File: src/rtl/cmt_pkg.sv
package cmt_pkg;

    localparam int WORD_W   = 16;
    localparam int FLAG_BIT = 7;
    localparam int IE_BIT   = 6;
    localparam int CKS_W    = 2;

    typedef logic [WORD_W-1:0] word_t;

    typedef struct packed {
        logic             flag;
        logic             ie;
        logic [CKS_W-1:0] cks;
    } csr_t;

    function automatic word_t csr_pack(csr_t c);
        word_t w;
        w              = '0;
        w[FLAG_BIT]    = c.flag;
        w[IE_BIT]      = c.ie;
        w[CKS_W-1:0]   = c.cks;
        return w;
    endfunction

endpackage

File: src/rtl/cmt_prescaler.sv
module cmt_prescaler
    import cmt_pkg::*;
#(
    parameter int BASE_LOG2 = 3,
    parameter int STEP_LOG2 = 2
) (
    input  logic             clk,
    input  logic             rst_n,
    input  logic             run,
    input  logic [CKS_W-1:0] cks,
    output logic             tick
);

    localparam int PRE_W = BASE_LOG2 + STEP_LOG2 * ((1 << CKS_W) - 1);

    typedef struct packed {
        logic [PRE_W-1:0] pre;
    } pre_state_t;

    pre_state_t       st_d, st_q;
    int unsigned      shift_c;
    logic [PRE_W-1:0] limit_c;

    always_comb begin
        shift_c = BASE_LOG2 + STEP_LOG2 * int'(cks);
        limit_c = ~({PRE_W{1'b1}} << shift_c);
        tick    = run && (st_q.pre >= limit_c);
        st_d    = st_q;
        if (!run || tick) begin
            st_d.pre = '0;
        end else begin
            st_d.pre = st_q.pre + 1'b1;
        end
    end

    always_ff @(posedge clk or negedge rst_n) begin
        if (!rst_n) begin
            st_q <= '0;
        end else begin
            st_q <= st_d;
        end
    end

    AST_PRE_CLEARED_IDLE: assert property (@(posedge clk) disable iff (!rst_n)
        !run |=> st_q.pre == '0);

    AST_NO_TICK_STOPPED: assert property (@(posedge clk) disable iff (!rst_n)
        $rose(run) |-> !tick);

endmodule

File: src/rtl/cmt_channel.sv
module cmt_channel
    import cmt_pkg::*;
#(
    parameter int CNT_W     = WORD_W,
    parameter int BASE_LOG2 = 3,
    parameter int STEP_LOG2 = 2
) (
    input  logic  clk,
    input  logic  rst_n,
    input  logic  run,
    input  logic  wr_csr,
    input  logic  wr_cnt,
    input  logic  wr_cmp,
    input  word_t wdata,
    output word_t csr_rd,
    output word_t cnt_rd,
    output word_t cmp_rd,
    output logic  irq
);

    typedef struct packed {
        logic [CNT_W-1:0] cnt;
        logic [CNT_W-1:0] cmp;
        csr_t             csr;
    } chan_state_t;

    chan_state_t st_d, st_q;
    logic        tick;
    logic        match_c;

    cmt_prescaler #(
        .BASE_LOG2 (BASE_LOG2),
        .STEP_LOG2 (STEP_LOG2)
    ) u_pre (
        .clk   (clk),
        .rst_n (rst_n),
        .run   (run),
        .cks   (st_q.csr.cks),
        .tick  (tick)
    );

    always_comb begin
        st_d    = st_q;
        match_c = tick && (st_q.cnt == st_q.cmp);

        if (match_c) begin
            st_d.cnt = '0;
        end else if (tick) begin
            st_d.cnt = st_q.cnt + 1'b1;
        end
        if (wr_cnt) begin
            st_d.cnt = wdata[CNT_W-1:0];
        end
        if (wr_cmp) begin
            st_d.cmp = wdata[CNT_W-1:0];
        end

        if (wr_csr) begin
            st_d.csr.ie   = wdata[IE_BIT];
            st_d.csr.cks  = wdata[CKS_W-1:0];
            st_d.csr.flag = st_q.csr.flag & wdata[FLAG_BIT];
        end
        if (match_c) begin
            st_d.csr.flag = 1'b1;
        end
    end

    always_ff @(posedge clk or negedge rst_n) begin
        if (!rst_n) begin
            st_q.cnt <= '0;
            st_q.cmp <= '1;
            st_q.csr <= '0;
        end else begin
            st_q <= st_d;
        end
    end

    always_comb begin
        csr_rd = csr_pack(st_q.csr);
        cnt_rd = '0;
        cmp_rd = '0;
        cnt_rd[CNT_W-1:0] = st_q.cnt;
        cmp_rd[CNT_W-1:0] = st_q.cmp;
        irq    = st_q.csr.flag & st_q.csr.ie;
    end

    AST_MATCH_WRAP: assert property (@(posedge clk) disable iff (!rst_n)
        (tick && !wr_cnt && cnt_rd == cmp_rd) |=> (cnt_rd == '0));

    AST_MATCH_SETS_FLAG: assert property (@(posedge clk) disable iff (!rst_n)
        (tick && cnt_rd == cmp_rd) |=> csr_rd[FLAG_BIT]);

    AST_HOLD_NO_TICK: assert property (@(posedge clk) disable iff (!rst_n)
        (!run && !wr_cnt) |=> $stable(cnt_rd));

    AST_FLAG_STICKY: assert property (@(posedge clk) disable iff (!rst_n)
        (csr_rd[FLAG_BIT] && !(wr_csr && !wdata[FLAG_BIT])) |=> csr_rd[FLAG_BIT]);

    AST_FLAG_NO_SPURIOUS: assert property (@(posedge clk) disable iff (!rst_n)
        (!csr_rd[FLAG_BIT] && !(tick && cnt_rd == cmp_rd)) |=> !csr_rd[FLAG_BIT]);

    AST_CNT_WRITE: assert property (@(posedge clk) disable iff (!rst_n)
        wr_cnt |=> cnt_rd[CNT_W-1:0] == $past(wdata[CNT_W-1:0]));

    AST_CMP_WRITE: assert property (@(posedge clk) disable iff (!rst_n)
        wr_cmp |=> cmp_rd[CNT_W-1:0] == $past(wdata[CNT_W-1:0]));

    AST_IRQ_NEEDS_FLAG: assert property (@(posedge clk) disable iff (!rst_n)
        irq |-> (csr_rd[FLAG_BIT] && csr_rd[IE_BIT]));

endmodule

File: src/rtl/cmt_timer.sv
module cmt_timer
    import cmt_pkg::*;
#(
    parameter int NUM_CH    = 2,
    parameter int ADDR_W    = 4,
    parameter int CNT_W     = 16,
    parameter int BASE_LOG2 = 3,
    parameter int STEP_LOG2 = 2
) (
    input  logic              clk,
    input  logic              rst_n,
    input  logic              bus_en,
    input  logic              bus_we,
    input  logic [ADDR_W-1:0] bus_addr,
    input  logic [15:0]       bus_wdata,
    output logic [15:0]       bus_rdata,
    output logic [NUM_CH-1:0] irq
);

    localparam int RUN_OFS   = 0;
    localparam int CH_BASE   = 2;
    localparam int CH_STRIDE = 6;
    localparam int OFS_CSR   = 0;
    localparam int OFS_CNT   = 2;
    localparam int OFS_CMP   = 4;

    typedef struct packed {
        logic [NUM_CH-1:0] run;
    } top_state_t;

    top_state_t        st_d, st_q;
    logic              wr_any;
    logic [NUM_CH-1:0] wr_csr, wr_cnt, wr_cmp;
    word_t             csr_rd [NUM_CH];
    word_t             cnt_rd [NUM_CH];
    word_t             cmp_rd [NUM_CH];

    assign wr_any = bus_en && bus_we;

    always_comb begin
        st_d = st_q;
        if (wr_any && bus_addr == ADDR_W'(RUN_OFS)) begin
            st_d.run = bus_wdata[NUM_CH-1:0];
        end
    end

    always_ff @(posedge clk or negedge rst_n) begin
        if (!rst_n) begin
            st_q <= '0;
        end else begin
            st_q <= st_d;
        end
    end

    for (genvar i = 0; i < NUM_CH; i++) begin : g_ch
        localparam int BASE = CH_BASE + CH_STRIDE * i;

        assign wr_csr[i] = wr_any && (bus_addr == ADDR_W'(BASE + OFS_CSR));
        assign wr_cnt[i] = wr_any && (bus_addr == ADDR_W'(BASE + OFS_CNT));
        assign wr_cmp[i] = wr_any && (bus_addr == ADDR_W'(BASE + OFS_CMP));

        cmt_channel #(
            .CNT_W     (CNT_W),
            .BASE_LOG2 (BASE_LOG2),
            .STEP_LOG2 (STEP_LOG2)
        ) u_ch (
            .clk    (clk),
            .rst_n  (rst_n),
            .run    (st_q.run[i]),
            .wr_csr (wr_csr[i]),
            .wr_cnt (wr_cnt[i]),
            .wr_cmp (wr_cmp[i]),
            .wdata  (bus_wdata),
            .csr_rd (csr_rd[i]),
            .cnt_rd (cnt_rd[i]),
            .cmp_rd (cmp_rd[i]),
            .irq    (irq[i])
        );
    end

    always_comb begin
        bus_rdata = '0;
        if (bus_en) begin
            if (bus_addr == ADDR_W'(RUN_OFS)) begin
                bus_rdata[NUM_CH-1:0] = st_q.run;
            end
            for (int i = 0; i < NUM_CH; i++) begin
                if (bus_addr == ADDR_W'(CH_BASE + CH_STRIDE * i + OFS_CSR)) bus_rdata = csr_rd[i];
                if (bus_addr == ADDR_W'(CH_BASE + CH_STRIDE * i + OFS_CNT)) bus_rdata = cnt_rd[i];
                if (bus_addr == ADDR_W'(CH_BASE + CH_STRIDE * i + OFS_CMP)) bus_rdata = cmp_rd[i];
            end
        end
    end

    AST_RUN_WRITE: assert property (@(posedge clk) disable iff (!rst_n)
        (wr_any && bus_addr == ADDR_W'(RUN_OFS)) |=> st_q.run == $past(bus_wdata[NUM_CH-1:0]));

    AST_ONE_WRITE_TARGET: assert property (@(posedge clk) disable iff (!rst_n)
        $onehot0({wr_csr, wr_cnt, wr_cmp}));

endmodule

File: config.mk
export PLATFORM = sky130hd
export DESIGN_NAME = cmt_timer
export DESIGN_NICKNAME = d
export VERILOG_FILES = /design/src/rtl/cmt_pkg.sv /design/src/rtl/cmt_prescaler.sv /design/src/rtl/cmt_channel.sv /design/src/rtl/cmt_timer.sv
export SDC_FILE = /design/constraint.sdc
export NUM_CORES = 1
export LEC_CHECK = 0
export ABC_AREA = 1
export CORE_ASPECT_RATIO = 1.75
export CORE_MARGIN = 4
export CORE_UTILIZATION = 37
export DETAILED_ROUTE_END_ITERATION = 6
export GPL_TIMING_DRIVEN = 0
export HOLD_SLACK_MARGIN = 0.05
export PLACE_DENSITY = 0.6
export SLEW_MARGIN = 40
export SYNTH_ARGS = -nofsm -noshare
export SYNTH_HDL_FRONTEND = slang
export SYNTH_SLANG_ARGS = --single-unit
File: constraint.sdc
create_clock -name clk -period 1.8 [get_ports clk]
set_input_delay 0.27 -clock clk [delete_from_list [all_inputs] [get_ports clk]]
set_output_delay 0.27 -clock clk [all_outputs]
set_load 0.005 [all_outputs]
==> Yosys cells after proc, flatten, opt, wreduce, memory -nomap -nowiden <==
Index checks and enable logic that the tools add are counted.
{ "totals": {"ff_bits": 92, "in_bits": 24, "out_inout_bits": 18} }
{ "op_classes": {"muxes": 20, "n_lt_le_gt_ge": 2, "shifts": 2, "add_sub_neg": 6, "n_reduce_logical": 21, "bitwise": 6, "eq_ne": 8} }
{ "op_table": {"columns": ["op", "n"], "rows": [
  ["16-bit 2-to-1 mux", 12],
  ["16-bit by 1-bit adder with 16-bit output (second input constant)", 2],
  ["16-bit equality test", 2],
  ["9-bit by 1-bit adder with 9-bit output (second input constant)", 2],
  ["9-bit >= comparator", 2],
  ["9-bit 2-to-1 mux", 2],
  ["9-bit inverter", 2],
  ["9-bit by 4-bit left shift with 9-bit output (first input constant)", 2],
  ["4-bit equality test (second input constant)", 3],
  ["1-bit logical AND", 12],
  ["2-bit by 3-bit adder with 4-bit output (first input constant)", 2],
  ["4-bit by 3-bit equality test with 1-bit output (second input constant)", 2],
  ["4-bit 2-to-1 mux", 2],
  ["8-bit 2-to-1 mux", 1],
  ["3-bit nonzero test", 2],
  ["1-bit bitwise AND", 4],
  ["4-bit by 2-bit equality test with 1-bit output (second input constant)", 1],
  ["4-bit logical NOT", 1],
  ["2-bit nonzero test", 2],
  ["1-bit logical NOT", 2],
  ["1-bit logical OR", 2],
  ["1-bit 2-to-1 mux", 2],
  ["2-bit 2-to-1 mux", 1]
]} }

==> Depth between registers and ports, before layout <==
Gate-level depths: netlist (run 1).
{ "depth": {"word_depth": 9, "ltp_mapped": 14, "mapped_depth_nobuf": 13} }

==> By module <==
Synthesis (run 1) repeated with hierarchy kept, for this count alone.
{ "hier_totals": {"cells_unflattened": 1104, "hier_area_um2": 7185.6} }
{ "by_module_without_submodules": {"columns": ["module", "area_each_um2", "seq_area_each_um2", "instances", "cells_per_inst"], "rows": [
  ["cmt_channel", 2318.5, 920.9, 2, 338],
  ["cmt_prescaler", 643.1, 225.2, 2, 80],
  ["cmt_timer", 1262.5, 50.0, 1, 268]
]} }

==> Worst setup path before layout (run 1) <==
Ideal clock, no wire load.
{ "synth_path": {"kind": "reg2reg", "startpoint": "register g_ch[0].u_ch.st_q, in the netlist g_ch[0].u_ch.csr_rd[1]", "endpoint": "register g_ch[0].u_ch.st_q, in the netlist g_ch[0].u_ch.cnt_rd[11]", "setup_slack_ps": 47, "path_stages_with_launch": 14, "required_ps": 1676, "arrival_ps": 1629, "path_cell_list": "dfrtp_1 nor2_1 ha_1 nand2_1 nand2_1 nor2_1 nand2_1 nand2_1 nand2_1 nand2_4 clkinv_2 buf_6 nand3_1 nand3_1"} }
{ "synth_between": {"elab_chain_len": 8, "elab_cells_between_ends": 9, "cone_classes": "add/sub: 1; order compare: 1; shift: 1; mux: 2; bitwise: 1; reduce/logical: 3"} }
{ "synth_rtl": {"columns": ["element", "line_no", "text"], "rows": [
  ["from (decl)", "cmt_channel.sv:27", "chan_state_t st_d, st_q;"],
  ["from (signal assigned)", "cmt_channel.sv:74", "st_q <= st_d;"],
  ["2-bit by 3-bit adder with 4-bit output *", "cmt_prescaler.sv:25", "shift_c = BASE_LOG2 + STEP_LOG2 * int'(cks);"],
  ["9-bit by 4-bit left shift with 9-bit output *", "cmt_prescaler.sv:26", "limit_c = ~({PRE_W{1'b1}} << shift_c);"],
  ["9-bit inverter *", "cmt_prescaler.sv:26", null],
  ["9-bit >= comparator *", "cmt_prescaler.sv:27", "tick = run && (st_q.pre >= limit_c);"],
  ["1-bit logical AND *", "cmt_prescaler.sv:27", null],
  ["1-bit logical AND", "cmt_channel.sv:44", "match_c = tick && (st_q.cnt == st_q.cmp);"],
  ["16-bit 2-to-1 mux", "cmt_channel.sv:46", "if (match_c) begin"],
  ["16-bit 2-to-1 mux", "cmt_channel.sv:51", "if (wr_cnt) begin"]
]} }
Mark *: on every way between the ends. The rest lies on a longest branch, timed or not.
A chain may end at the register's enable or synchronous reset.

==> Worst setup path in the final report (run 1) <==
{ "layout_path": {"startpoint": "register g_ch[0].u_ch.st_q, in the netlist g_ch[0].u_ch.csr_rd[1]", "endpoint": "register g_ch[0].u_ch.st_q, in the netlist g_ch[0].u_ch.cnt_rd[14]"} }
The elaborated chain is that of the path after synthesis.

==> impl_results.rst, run 1 <==
.. list-table::
   :header-rows: 1

   * - Metric
     - Value
   * - Cell leakage power
     - 3.92 nW
   * - Floorplan row count
     - 62
   * - Most common flop cell mapped by yosys
     - dfrtp_1
   * - Drt initial violations
     - 241
   * - Share of the yosys chip area belonging to registers
     - 37.2%
   * - GPL Wtd Cong
     - 0.933
   * - DRT antenna net count
     - 0
   * - Post-Place Cells
     - 1142
   * - Number of hold violations in the final report
     - 0
   * - CP endpoint kind
     - register
   * - Total Routed Length
     - 19800 µm
   * - Arrival @ worst endpoint
     - 2060 ps
   * - Count of flip-flops with a built-in enable after synthesis
     - 0
   * - H-tree levels
     - 3
   * - Die boundary width
     - 107 µm
   * - Gate Count Post-Synth
     - 875
   * - I/O pin count
     - 42
   * - Worst hold-check path type
     - input pin to register
   * - Vias post-DR
     - 5980
   * - Average wire per cell in the routed design
     - 16.6 µm
   * - Skew final
     - 11.7 ps
   * - Die Footprint
     - 0.0193 mm²
   * - Period Utilization, post-route
     - 101%
   * - Core Area
     - 0.0166 mm²
   * - Effective utilization at floorplan
     - 37.9%
   * - Hpwl dp
     - 14500 µm
   * - CTS buffer count
     - 9
   * - Maximum frequency from static timing analysis
     - 0.549 GHz
   * - Clk pin slew, worst setup/hold paths
     - 80 ps
   * - Via density per instance
     - 5.03
   * - Synthesis warning total
     - 0
   * - Minimum clock period
     - 1820 ps
   * - Critical Path Fanout Max
     - 5
   * - Gr usage total
     - 20.1%
   * - Number of detailed-routing iterations run before antenna repair
     - 5
   * - Count of buffers from port buffering
     - 41
   * - Post-synth cell types
     - 39
   * - Max Buffers Root-to-Sink
     - 2
   * - Number of fillers in the final layout
     - 1687
   * - Required time reported for the critical path endpoint
     - 2040 ps
   * - Setup slack after layout
     - -20.5 ps
   * - Clock root buffer master
     - clkbuf_16
   * - ANT cells
     - 0
   * - Violations in the final reports
     - negative setup slack
   * - Async set or reset register ratio after synthesis
     - 100%
   * - Most used cell, CP
     - nand2_2
   * - Relative slew margins
     - 65.2%
   * - Final Hold Slack
     - 320 ps
   * - Synthesized area per cell
     - 7.20 µm²
   * - Total number of nets in the final design
     - 1000
   * - Number of global-route vias before repair
     - 5962
   * - Chip height
     - 181 µm
   * - Startpoint type of the worst setup path
     - register
   * - Number of remaining DRC errors
     - 0
   * - Largest voltage drop on the vdd net
     - 0.423 mV
   * - Outcome
     - complete, but fails checks
   * - CP cell instances
     - nor2_4, ha_4, nand2_2, nand2_2, nor2_2, nand2_1, nand2_2, nand2_2, nand2_4, inv_8, clkbuf_16, nand4_1, nand2_2
   * - Setup violation total in the final timing report
     - 13
   * - Critical Setup Path Class
     - register to register
   * - Number of antenna violations at the first check in global routing
     - 0
   * - Number of max-slew violations in the final report
     - 0
   * - Pwr per Cell Area
     - 820 mW/mm²
   * - Cell with the largest stage delay on the worst path
     - dfrtp_2
   * - Post-Syn Area
     - 0.00630 mm²
   * - Grt ovf
     - 0
   * - Clock insertion delay at the later pin of the skew report
     - 360 ps
   * - Max-cap violations
     - 0
   * - Area added between synthesis and finish
     - 30.6%
   * - Clk sinks
     - 92
   * - Fraction of final layout cells with drive strength greater than 1
     - 29.0%
   * - RSZ-0062 raised after global routing
     - yes
   * - Maximum number of pins on one net before global-route repair
     - 53
   * - Max incr delay on CP
     - 440 ps
   * - Number of synthesized register bits
     - 92
   * - Layout Cells excl Fill
     - 1189
   * - Slew at the pin closest to its max-slew limit
     - 518 ps
   * - CTS tree
     - built
   * - Global-route wire length before repair
     - 30500 µm
metal layers:
metal | part of all wire [%] | global-route usage [%] | vias up
met5 | 0 | 0 | -
met4 | 3.9 | 9.17 | 0
met3 | 2.8 | 2.29 | 54
met2 | 57 | 38.6 | 141
met1 | 36 | 21.3 | 2818
li1 | - | - | 2967
registers in the layout, summed over array words and instances, names as in the netlist:
name / count
st_q: 2
g_ch.u_ch.cmp_rd: 32
g_ch.u_ch.cnt_rd: 32
g_ch.u_ch.u_pre.st_q: 18
g_ch.u_ch.csr_rd: 8
through the flow:
| step | setup slack (ps) | util [%] | setup TNS (ps) | instance area (µm²) | total power [mW] |
|---|---|---|---|---|---|
| 5_1_grt | -145 | 49.6 | -3490 | 8230 | 7.13 |
| 2_1_floorplan | 46.7 | - | 0 | 6300 | 3.93 |
| 3_5_place_dp | -1050 | 42.3 | -28140 | 7030 | 4.44 |
| 4_1_cts | -34.4 | 46.7 | -216 | 7750 | 6.62 |
| 6_report | -20.5 | 49.6 | -138 | 8230 | 6.75 |
| 3_3_place_gp | -3240 | 42.1 | -285840 | 6990 | 4.40 |
area by class of cell:
class	instances	area, µm²	area share [%]
well taps	224	280	3.41
flip-flops and latches	92	2360	28.6
clock buffers	9	225	2.74
clock inverters	7	87.6	1.06
plain buffers	39	320	3.89
inverters	111	444	5.40
multi-input cells	632	3770	45.8
repair buffers	75	743	9.03
synth_stat cells, types with 11 or more instances:
cell type,number,area share [%]
o21ai_1,13,1.0
dfrtp_1,60,24
inv_2,11,0.66
xnor2_1,18,2.5
inv_1,89,5.3
nand4_1,26,2.6
a21oi_1,24,1.9
xor2_1,39,5.4
nand2_1,251,15
dfstp_2,32,13
nand3_1,80,6.4
o21ai_0,41,3.3
nor2_1,73,4.4
buf_2,16,1.3
ha_1,16,3.2
worst max-delay path: cells and delay by family, from the launching register on:
kind,cells,cell delay [ps]
buffers and inverters,2,220
adders and majority gates,1,220
DFF,1,440
and+or+nand+nor,10,810
where the power goes:
group	switching (mW)	internal, mW
Combinational	1.06	0.778
Sequential	0.367	2.50
Clock	0.929	1.11
Total	2.36	4.39
cell families (layout without fill, tap and decap cells):
| group | Yosys count | in the layout | synth area share [%] |
|---|---|---|---|
| buffers and inverters | 152 | 241 | 11.1 |
| adders and majority gates | 16 | 16 | 3.18 |
| and+or+nand+nor | 461 | 461 | 32.2 |
| xor gates and xnor gates | 57 | 57 | 7.93 |
| AOI/OAI and AO/OA | 96 | 96 | 8.34 |
| other | 1 | 2 | 0.0595 |
| DFF | 92 | 92 | 37.2 |
worst paths after layout:
| path | start | end | slack (ps) | depth (start not counted) |
|---|---|---|---|---|
| min in group asynchronous | rst_n | g_ch[0].u_ch.cnt_rd[9] | 390 | 2 |
| hold reg to reg | g_ch[0].u_ch.cmp_rd[10] | g_ch[0].u_ch.cmp_rd[10] | 480 | 2 |
| max in group asynchronous | rst_n | g_ch[1].u_ch.cmp_rd[2] | 770 | 3 |
| setup reg to reg | g_ch[0].u_ch.csr_rd[1] | g_ch[0].u_ch.cnt_rd[14] | -20 | 13 |
| setup / recovery | g_ch[0].u_ch.csr_rd[1] | g_ch[0].u_ch.cnt_rd[14] | -20 | 13 |
| hold / removal | bus_addr[2] | st_q[0] | 320 | 4 |
layout by cell type (no fill, tap or decap), types with 19 or more instances in the layout:
cell | synthesis | routed
buf_2 | 16 | 26
dfstp_2 | 32 | 32
xor2_1 | 39 | 39
nand3_1 | 80 | 46
buf_4 | 5 | 22
nor2_1 | 73 | 64
nand4_1 | 26 | 26
clkdlybuf4s50_1 | 0 | 19
dfrtp_1 | 60 | 48
inv_1 | 89 | 84
nand3_2 | 1 | 31
o21ai_0 | 41 | 36
nand2_1 | 251 | 238
timing repair:
item                       CTS  global route
hold buffers                 1             0
setup buffers               25             4
gates resized for setup    144            99
setup endpoints to repair   58            66
hold endpoints to repair    40             0
cloned                       1             3
pin swaps                   26            43
Note: power is estimated with default switching activity, not from simulation.
==> run 2, diff against run 1 <==
- CAP_MARGIN: unset -> 15
- SETUP_SLACK_MARGIN: unset -> 0.1
==> impl_results.rst, run 2 (synthesized netlist as in run 1, its figures left out) <==
.. list-table::
   :header-rows: 1

   * - Metric
     - Value
   * - Clk sinks
     - 92 (unchanged)
   * - Worst R2R Start
     - g_ch[1].u_ch.csr_rd[1]
   * - Required time reported for the critical path endpoint
     - 2050 ps (about the same)
   * - Critical Setup Path Class
     - register to register
   * - R2r setup slk
     - -40 ps (-20 ps)
   * - CTS tree
     - built
   * - Clk pin slew, worst setup/hold paths
     - 80 ps (about the same)
   * - Die Footprint
     - 0.0193 mm² (unchanged)
   * - Minimum clock period
     - 1840 ps (+20.4 ps)
   * - DRT antenna net count
     - 0 (unchanged)
   * - Cell leakage power
     - 4.08 nW (+4.0%)
   * - Arrival @ worst endpoint
     - 2090 ps (+30 ps)
   * - Fraction of final layout cells with drive strength greater than 1
     - 32.4% (+3.4 points)
   * - Leading cell types in the layout, fill and taps excluded
     - nand2_1, inv_1, nor2_1, dfrtp_1, nand3_1
   * - Number of detailed-routing iterations run before antenna repair
     - 5 (unchanged)
   * - Period Utilization, post-route
     - 102% (+1.1 points)
   * - Outcome
     - complete, but fails checks
   * - Number of max-slew violations in the final report
     - 0 (unchanged)
   * - Critical Path Fanout Max
     - 8 (+3)
   * - Maximum number of pins on one net before global-route repair
     - 53 (unchanged)
   * - Leading cell type in the layout, fill and taps excluded
     - nand2_1
   * - CTS buffer count
     - 9 (unchanged)
   * - Max Buffers Root-to-Sink
     - 2 (unchanged)
   * - Total number of nets in the final design
     - 1023 (+2.3%)
   * - Via density per instance
     - 5.09 (+1.2%)
   * - Max-cap violations
     - 0 (unchanged)
   * - Largest voltage drop on the vdd net
     - 0.482 mV (+14%)
   * - Floorplan row count
     - 62 (unchanged)
   * - Setup violation total in the final timing report
     - 11 (-2)
   * - Sum of internal, switching and leakage power
     - 7.02 mW (+4.1%)
   * - Worst hold-check path type
     - input pin to register
   * - Final total negative setup slack
     - -270 ps (-132 ps)
   * - Startpoint type of the worst setup path
     - register
   * - Number of global-route vias before repair
     - 6239 (+4.6%)
   * - Average wire per cell in the routed design
     - 17.1 µm (+2.8%)
   * - Setup slack after layout
     - -40.9 ps (-20.4 ps)
   * - Total Routed Length
     - 20700 µm (+4.8%)
   * - Hold path startpoint
     - bus_addr[3]
   * - GPL Wtd Cong
     - 0.939 (+0.70%)
   * - Number of antenna violations at the first check in global routing
     - 0 (unchanged)
   * - Area added between synthesis and finish
     - 36.2%
   * - First element of the critical path
     - g_ch[1].u_ch.csr_rd[1]
   * - Drt initial violations
     - 191 (-21%)
   * - Global-route wire length before repair
     - 32100 µm (+5.4%)
   * - Number of remaining DRC errors
     - 0 (unchanged)
   * - Pwr per Cell Area
     - 818 mW/mm² (-0.20%)
   * - Number of hold violations in the final report
     - 0 (unchanged)
   * - Grt ovf
     - 0 (unchanged)
   * - CP endpoint kind
     - register
   * - Placed instance area
     - 0.00703 mm² (about the same)
   * - Maximum frequency from static timing analysis
     - 0.543 GHz (-1.1%)
   * - Core Area
     - 0.0166 mm² (unchanged)
   * - Vias post-DR
     - 6171 (+3.2%)
   * - Clock root buffer master
     - clkbuf_16
   * - Gr usage total
     - 21.3% (+1.2 points)
   * - I/O pin count
     - 42 (unchanged)
   * - Chip height
     - 181 µm (unchanged)
   * - Effective utilization at floorplan
     - 37.9% (unchanged)
   * - Clock insertion delay at the later pin of the skew report
     - 360 ps (about the same)
   * - Hpwl dp
     - 14300 µm (-1.1%)
   * - Violations in the final reports
     - negative setup slack
   * - Design area
     - 0.00858 mm² (+4.3%)
   * - RSZ-0062 raised after global routing
     - yes
   * - Number of fillers in the final layout
     - 1632 (-3.3%)
   * - Die boundary width
     - 107 µm (unchanged)
   * - Skew final
     - 9.44 ps (-2.27 ps)
   * - H-tree levels
     - 3 (unchanged)
   * - Final Hold Slack
     - 297 ps (-22.9 ps)
   * - ANT cells
     - 0 (unchanged)
   * - Count of buffers from port buffering
     - 41 (unchanged)
## run 2: cell types whose count changed in the layout (fill, tap and decap cells not counted), moves of 5 or more
cell,delta
inv_2,+5
a21oi_1,-7
a21oi_2,+7
clkbuf_2,-7
inv_1,-9
buf_4,+20
## run 2: per-stage QoR
| step | setup slack (ps) | utilization (%) | instances |
|---|---|---|---|
| 2_1_floorplan | 95.1 | - | 876 |
| 3_3_place_gp | -3230 | 42.2 | 1141 |
| 3_5_place_dp | -1020 | 42.4 | 1142 |
| 4_1_cts | -28.5 | 49.4 | 1195 |
| 5_1_grt | -162 | 51.7 | 1212 |
| 6_report | -40.9 | 51.7 | 1212 |
## run 2: report_power, final
| group | leakage (nW) | switching [mW] | internal [mW] |
|---|---|---|---|
| clock | 0.153 | 0.963 | 1.12 |
| sequential | 1.11 | 0.335 | 2.50 |
| combinational | 2.81 | 1.18 | 0.928 |
## run 2: worst paths after layout
path,to,cells after the start
setup / recovery,g_ch[1].u_ch.cnt_rd[15],13
hold / removal,st_q[1],4
setup reg to reg,g_ch[1].u_ch.cnt_rd[15],13
hold reg to reg,g_ch[0].u_ch.cmp_rd[11],2
max in group asynchronous,g_ch[1].u_ch.cmp_rd[15],3
min in group asynchronous,g_ch[1].u_ch.u_pre.st_q[5],2
## run 2: layer usage
layer	vias up	global-route usage [%]	wire length (µm)
li1	3010	-	-
met1	2901	21.9	7330
met2	182	40.4	11400
met3	78	2.51	704
met4	0	12.4	1330
met5	-	0	0
## run 2: layout make-up
type	count	area (µm²)	share of cell area [%]
clock buffer	9	225	2.62
tap	224	280	3.27
multi-input combinational	632	3840	44.8
buffer	41	377	4.39
sequential	92	2360	27.5
clock inverter	7	93.8	1.09
inverter	111	450	5.25
timing repair buffer	96	953	11.1
## run 2: timing repair
action	in CTS	in global routing
setup buffers	32	16
pin swaps	46	40
hold buffers	1	0
gates resized for setup	231	72
cloned	4	2
endpoints found under the hold margin	24	0
endpoints found under the setup margin	70	62
## run 2: worst max-delay path, stage by stage, from the launching register on
cell       delay (ps)
dfrtp_2           450
nor2_4            150
ha_4              210
nand2_1            60
nand2_1            50
nor2_1             90
nand2_1            80
nand2_2            90
nand2_4            70
nand2_8           130
inv_6              70
clkbuf_16         160
nand4_1            70
nand2_1            60
==> run 3, diff against run 2 <==
- HOLD_SLACK_MARGIN: 0.05 -> 0.15
==> results of run 3 <==
No change in the layout: final DEF, timing and power equal those of run 2.
